===== config.mk =====
export PLATFORM = sky130hd
export DESIGN_NAME = up_addr_guard
export DESIGN_NICKNAME = d
export VERILOG_FILES = /design/src/rtl/uaf_pkg.sv /design/src/rtl/uaf_classify.sv /design/src/rtl/uaf_fwd_stage.sv /design/src/rtl/uaf_drop_counter.sv /design/src/rtl/up_addr_guard.sv
export SDC_FILE = /design/constraint.sdc
export NUM_CORES = 1
export LEC_CHECK = 0
export CAP_MARGIN = 20
export CORE_MARGIN = 10
export CORE_UTILIZATION = 40
export CTS_CLUSTER_SIZE = 16
export DETAILED_ROUTE_END_ITERATION = 16
export PLACE_DENSITY = 0.76
export SLEW_MARGIN = 20
export SYNTH_ARGS = -nofsm -noshare
export SYNTH_HDL_FRONTEND = slang
export SYNTH_SLANG_ARGS = --single-unit

===== constraint.sdc =====
create_clock -name clk -period 2.85 [get_ports clk]
set_input_delay 0.4275 -clock clk [delete_from_list [all_inputs] [get_ports clk]]
set_output_delay 0.4275 -clock clk [all_outputs]
set_load 0.05 [all_outputs]

===== src/rtl/uaf_pkg.sv =====
package uaf_pkg;

    typedef enum logic [1:0] {
        KIND_MRD = 2'd0,
        KIND_MWR = 2'd1,
        KIND_CFG = 2'd2,
        KIND_MSG = 2'd3
    } req_kind_e;

    typedef enum logic [2:0] {
        CST_SC = 3'd0,
        CST_UR = 3'd1
    } cpl_status_e;

    typedef enum logic {
        ST_FLOW    = 1'b0,
        ST_UR_HOLD = 1'b1
    } guard_state_e;

endpackage


===== src/rtl/uaf_classify.sv =====
module uaf_classify
    import uaf_pkg::*;
#(
    parameter int ADDR_W    = 64,
    parameter int LIMIT_BIT = 43
) (
    input  logic [1:0]        kind,
    input  logic [ADDR_W-1:0] addr,
    output logic              over_limit,
    output logic              reject_rd,
    output logic              reject_wr,
    output logic              pass_thru
);

    logic is_rd;
    logic is_wr;

    generate
        if (LIMIT_BIT >= ADDR_W) begin : g_no_window
            assign over_limit = 1'b0;
        end else begin : g_window
            localparam int HI_W = ADDR_W - LIMIT_BIT;
            logic [HI_W-1:0] hi_bits;
            assign hi_bits    = addr[ADDR_W-1:LIMIT_BIT];
            assign over_limit = |hi_bits;
        end
    endgenerate

    always_comb begin
        is_rd     = (kind == KIND_MRD);
        is_wr     = (kind == KIND_MWR);
        reject_rd = is_rd && over_limit;
        reject_wr = is_wr && over_limit;
        pass_thru = !(reject_rd || reject_wr);
    end

endmodule


===== src/rtl/uaf_fwd_stage.sv =====
module uaf_fwd_stage #(
    parameter int ADDR_W = 64,
    parameter int RID_W  = 16,
    parameter int TAG_W  = 8
) (
    input  logic              clk,
    input  logic              rst_n,
    input  logic              load,
    input  logic [1:0]        kind_i,
    input  logic [ADDR_W-1:0] addr_i,
    input  logic [RID_W-1:0]  rid_i,
    input  logic [TAG_W-1:0]  tag_i,
    input  logic              out_ready,
    output logic              free,
    output logic              out_valid,
    output logic [1:0]        out_kind,
    output logic [ADDR_W-1:0] out_addr,
    output logic [RID_W-1:0]  out_rid,
    output logic [TAG_W-1:0]  out_tag
);

    assign free = !out_valid || out_ready;

    always_ff @(posedge clk) begin
        if (!rst_n) begin
            out_valid <= 1'b0;
        end else if (load) begin
            out_valid <= 1'b1;
        end else if (out_ready) begin
            out_valid <= 1'b0;
        end
    end

    always_ff @(posedge clk) begin
        if (!rst_n) begin
            out_kind <= '0;
            out_addr <= '0;
            out_rid  <= '0;
            out_tag  <= '0;
        end else if (load) begin
            out_kind <= kind_i;
            out_addr <= addr_i;
            out_rid  <= rid_i;
            out_tag  <= tag_i;
        end
    end

endmodule


===== src/rtl/uaf_drop_counter.sv =====
module uaf_drop_counter #(
    parameter int CNT_W = 16
) (
    input  logic             clk,
    input  logic             rst_n,
    input  logic             hit,
    output logic             pulse,
    output logic [CNT_W-1:0] count
);

    localparam logic [CNT_W-1:0] CNT_MAX = {CNT_W{1'b1}};
    localparam logic [CNT_W-1:0] CNT_ONE = {{(CNT_W-1){1'b0}}, 1'b1};

    always_ff @(posedge clk) begin
        if (!rst_n) begin
            pulse <= 1'b0;
            count <= '0;
        end else begin
            pulse <= hit;
            if (hit && (count != CNT_MAX)) begin
                count <= count + CNT_ONE;
            end
        end
    end

endmodule


===== src/rtl/up_addr_guard.sv =====
module up_addr_guard
    import uaf_pkg::*;
#(
    parameter int ADDR_W    = 64,
    parameter int LIMIT_BIT = 43,
    parameter int RID_W     = 16,
    parameter int TAG_W     = 8,
    parameter int CNT_W     = 16
) (
    input  logic              clk,
    input  logic              rst_n,
    input  logic              in_valid,
    output logic              in_ready,
    input  logic [1:0]        in_kind,
    input  logic [ADDR_W-1:0] in_addr,
    input  logic [RID_W-1:0]  in_rid,
    input  logic [TAG_W-1:0]  in_tag,
    output logic              out_valid,
    input  logic              out_ready,
    output logic [1:0]        out_kind,
    output logic [ADDR_W-1:0] out_addr,
    output logic [RID_W-1:0]  out_rid,
    output logic [TAG_W-1:0]  out_tag,
    output logic              cpl_valid,
    input  logic              cpl_ready,
    output logic [RID_W-1:0]  cpl_rid,
    output logic [TAG_W-1:0]  cpl_tag,
    output logic [2:0]        cpl_status,
    output logic              wr_drop_pulse,
    output logic [CNT_W-1:0]  wr_drop_count
);

    guard_state_e state_q;
    guard_state_e state_d;

    logic over_limit;
    logic reject_rd;
    logic reject_wr;
    logic pass_thru;
    logic fwd_free;
    logic accept;
    logic fwd_load;
    logic take_reject_rd;
    logic take_reject_wr;

    logic [RID_W-1:0] hold_rid_q;
    logic [TAG_W-1:0] hold_tag_q;

    uaf_classify #(
        .ADDR_W   (ADDR_W),
        .LIMIT_BIT(LIMIT_BIT)
    ) u_classify (
        .kind      (in_kind),
        .addr      (in_addr),
        .over_limit(over_limit),
        .reject_rd (reject_rd),
        .reject_wr (reject_wr),
        .pass_thru (pass_thru)
    );

    uaf_fwd_stage #(
        .ADDR_W(ADDR_W),
        .RID_W (RID_W),
        .TAG_W (TAG_W)
    ) u_fwd (
        .clk      (clk),
        .rst_n    (rst_n),
        .load     (fwd_load),
        .kind_i   (in_kind),
        .addr_i   (in_addr),
        .rid_i    (in_rid),
        .tag_i    (in_tag),
        .out_ready(out_ready),
        .free     (fwd_free),
        .out_valid(out_valid),
        .out_kind (out_kind),
        .out_addr (out_addr),
        .out_rid  (out_rid),
        .out_tag  (out_tag)
    );

    uaf_drop_counter #(
        .CNT_W(CNT_W)
    ) u_drops (
        .clk  (clk),
        .rst_n(rst_n),
        .hit  (take_reject_wr),
        .pulse(wr_drop_pulse),
        .count(wr_drop_count)
    );

    // State register
    always_ff @(posedge clk) begin
        if (!rst_n) begin
            state_q <= ST_FLOW;
        end else begin
            state_q <= state_d;
        end
    end

    // Next state and outputs
    always_comb begin
        state_d    = state_q;
        in_ready   = 1'b0;
        cpl_valid  = 1'b0;
        cpl_status = CST_SC;
        unique case (state_q)
            ST_FLOW: begin
                in_ready = fwd_free;
                if (in_valid && fwd_free && reject_rd) begin
                    state_d = ST_UR_HOLD;          // T_REJECT_RD
                end
            end
            ST_UR_HOLD: begin
                cpl_valid  = 1'b1;
                cpl_status = CST_UR;
                if (cpl_ready) begin
                    state_d = ST_FLOW;             // T_CPL_TAKEN
                end
            end
            default: begin
                state_d = ST_FLOW;
            end
        endcase
    end

    assign accept         = in_valid && in_ready;
    assign fwd_load       = accept && pass_thru;
    assign take_reject_rd = accept && reject_rd;
    assign take_reject_wr = accept && reject_wr;

    always_ff @(posedge clk) begin
        if (!rst_n) begin
            hold_rid_q <= '0;
            hold_tag_q <= '0;
        end else if (take_reject_rd) begin
            hold_rid_q <= in_rid;
            hold_tag_q <= in_tag;
        end
    end

    assign cpl_rid = hold_rid_q;
    assign cpl_tag = hold_tag_q;

endmodule


==> impl_metrics.csv <==
group,metric,value,unit
floorplanning,die_w,137,um
critical_path,reg2reg_depth,5,
timing,layout_setup_ws,0.568,ns
final_layout,stdcell_area,8560,um^2
floorplanning,dieHeight,137,um
final_layout,fin_util,63.9,%
critical_path,required,3.18,ns
logic_synthesis,synth_edf_count,0,
placed_design,dpl_cell_area,7900,um^2
critical_path,reg2reg_to,"u_drops.count[15]",
logic_synthesis,ys_warn_count,0,
cts,root_buffer,"clkbuf_16",
run_status,status,"finished clean",
timing,final.period_utilization,80.1,%
pwr,p_per_area,611,nW/um^2
worst_hold_path,hold_path_class,"reg -> reg",
logic_synthesis,synth_top_cell_area_share,48.3,%
detailed_routing,vias_per_cell,4.91,
critical_path,critPathMaxStageDelay,0.54,ns
global_route,gr-total-overflow,0,
timing,period_minus_slack,2.28,ns
timing,finClkSkew,0.00550,ns
global_route,antenna_found_initial,0,
global_route,grt_max_degree,107,
logic_synthesis,synth_cells,601,
final_layout,nNetsFinal,908,
floorplanning,dieArea,18900,um^2
detailed_routing,vias,4918,
detailed_routing,firstDrtPassIters,4,
timing,rsz0062_at_grt,"false",
critical_path,path_cells,"clkdlybuf4s50_1, inv_1, or4b_4, a211o_4, or4_1, a21oi_1",
detailed_routing,post-route-drc-count,0,
critical_path,reg2reg_from,"u_fwd.out_valid",
floorplanning,start_util,41.2,%
detailed_routing,finalWirelength,17100,um
cts,cts_tree,"done",
floorplanning,pin_count,232,
timing,slew_viol_final,0,
critical_path,worstPathArrival,2.61,ns
worst_hold_path,holdPathEnd,"u_fwd.out_addr[40]",
critical_path,critPathKind,"in -> reg",
cts,cts_buffers,17,
final_layout,layout_commonest_cell,"clkdlybuf4s50_1",
final_layout,seqCellArea,2660,um^2
logic_synthesis,async_flop_share,0,%
logic_synthesis,synth.area.top_cells,"dfxtp_1, mux2i_1, nand2_1, clkbuf_1, buf_6",
timing,fmax,0.438,GHz
cts,cts.sinks,133,
cts,path_clk_slew,0.06,ns
timing,worst_pin_slew,0.759,ns
worst_hold_path,hold_path_depth,2,
final_layout,final_cell_mix,"clkdlybuf4s50_1, nand2_1, dfxtp_1",
worst_hold_path,hp-start,"u_fwd.out_addr[40]",
detailed_routing,drt_iter0_drc,221,
timing,finalHoldViolations,0,
placed_design,dp_hpwl,12600,um
critical_path,reg2reg_slack,0.72,ns
logic_synthesis,synth.cell_area,5520,um^2
logic_synthesis,avgSynthCellArea,9.18,um^2
logic_synthesis,synth_seq_cells,133,
placed_design,dpl_worst_slack,0.180,ns
critical_path,critPathCaptureType,"flop",
critical_path,path_max_fanout,26,
cts,clock_latency,0.41,ns
logic_synthesis,synth.distinct_cells,41,
detailed_routing,postRouteAntennaNets,0,
final_layout,multiInputGateArea,2600,um^2
final_layout,n_fill_cell,1104,
detailed_routing,routedWlPerCell,17.1,um
logic_synthesis,synth.yosys.seq_area_share,48.3,%
critical_path,worst_path_max_delay_cell,"or4b_4",
critical_path,worstSetupPathDepth,6,
cts,postCtsSetupBuffers,0,
critical_path,critical-path-top-delay-family,"simple AND/OR/NAND/NOR gates",
run,cap_violations,0,
cts,post_cts_resized,0,
placed_design,gp_congestion,0.780,
pwr,p_leak,0.00316,uW
cts,clk_path_buf_depth,2,
global_route,grt_pass1_vias,4998,
final_layout,area_growth,55.1,%
floorplanning,rows,42,
global_route,grt_pass1_wl,26500,um
pwr,peakVddDrop,0.000295,V
cts,postCtsHoldBufs,0,
critical_path,cp-start-kind,"primary input",
final_layout,diodes,0,
critical_path,cp_num_buf_inv,2,
logic_synthesis,ys.flop_type,"dfxtp_1",
logic_synthesis,yosys.area.top_type,"dfxtp_1",
timing,fin_tns_setup,0,ns
final_layout,drive_above_1_share,6.42,%
cts,cts_max_level,4,
floorplanning,core_area,13400,um^2
placed_design,port_buffers,229,
timing,slew_headroom,49.4,%
timing,final-setup-viol-count,0,
global_route,grt_usage,17.8,%
## Yosys cell counts (all sizes together) (2+ instances only)
library cell,instances
or4,8
clkbuf,26
a21oi,13
or3,2
buf,19
and3,3
nor4,7
nand4,3
o21a,2
nand2,212
and4,3
nand2b,5
mux2i,117
nor3,6
nor2,3
o21ai,4
inv,5
nor2b,2
dfxtp,133
o31ai,7
nand3,10
## final cells by class
class | instances | share of cell area, %
inverters | 5 | 0.219
flip-flops and latches | 133 | 31.1
clock buffers | 24 | 5.98
repair buffers | 236 | 28.1
well taps | 176 | 2.57
clock inverters | 8 | 1.67
multi-input cells | 419 | 30.3
## worst max path at each step
stage,startpoint,end
after detailed placement,in_addr[55],u_fwd.out_rid[5]
final,in_kind[0],u_drops.count[15]
after global placement,in_kind[0],u_drops.count[8]
after floorplan,u_fwd.out_valid,u_fwd.out_rid[10]
after CTS,in_kind[0],u_drops.count[15]
after global routing,in_addr[55],u_fwd.out_addr[7]
## tightest hold or removal path: cells and delay by family, from the launching register on
family	cells	cell delay [ns]
and+or+nand+nor	1	0.05
DFF	1	0.30
muxes	1	0.05
## flip-flops by register name, indices dropped and copies added, names as in the netlist
register,count
cpl_tag,8
u_drops.count,16
u_fwd.out_tag,8
cpl_rid,16
u_fwd.out_rid,16
u_fwd.out_valid,1
u_drops.pulse,1
u_fwd.out_addr,64
state_q,1
u_fwd.out_kind,2
## logic make-up after synthesis
logic type	synth area share, %
adder cells (fa/ha/maj)	0.227
multiplexers	21.2
AO/OA/AOI/OAI	3.49
buffers and inverters	4.85
other	0.0680
AND/OR/NAND/NOR	21.9
flip-flops	48.3
## layer usage
layer  up-vias  GRT usage, %  wire (um)
li1       2444             -          -
met1      2285          19.1       6580
met2       168          29.5       8340
met3        21          8.89       1890
met4         0          6.38        274
met5         -             0          0
## per-stage QoR
stage	std cells	power [uW]	hold slack [ns]
after global placement	969	2890	0.441
after global routing	1001	5440	0.470
after CTS	1001	5290	0.456
final	1001	5230	0.452
after detailed placement	969	2910	0.447
after floorplan	602	2550	0.563
## report_power, final
part | leakage, uW | internal, uW | switching [uW] | total, uW
combinational | 0.00176 | 350 | 529 | 879
clock | 0.000322 | 1600 | 765 | 2360
sequential | 0.00108 | 1940 | 44.8 | 1990
total | 0.00316 | 3890 | 1340 | 5230
Note: power is estimated with default switching activity, not from simulation.
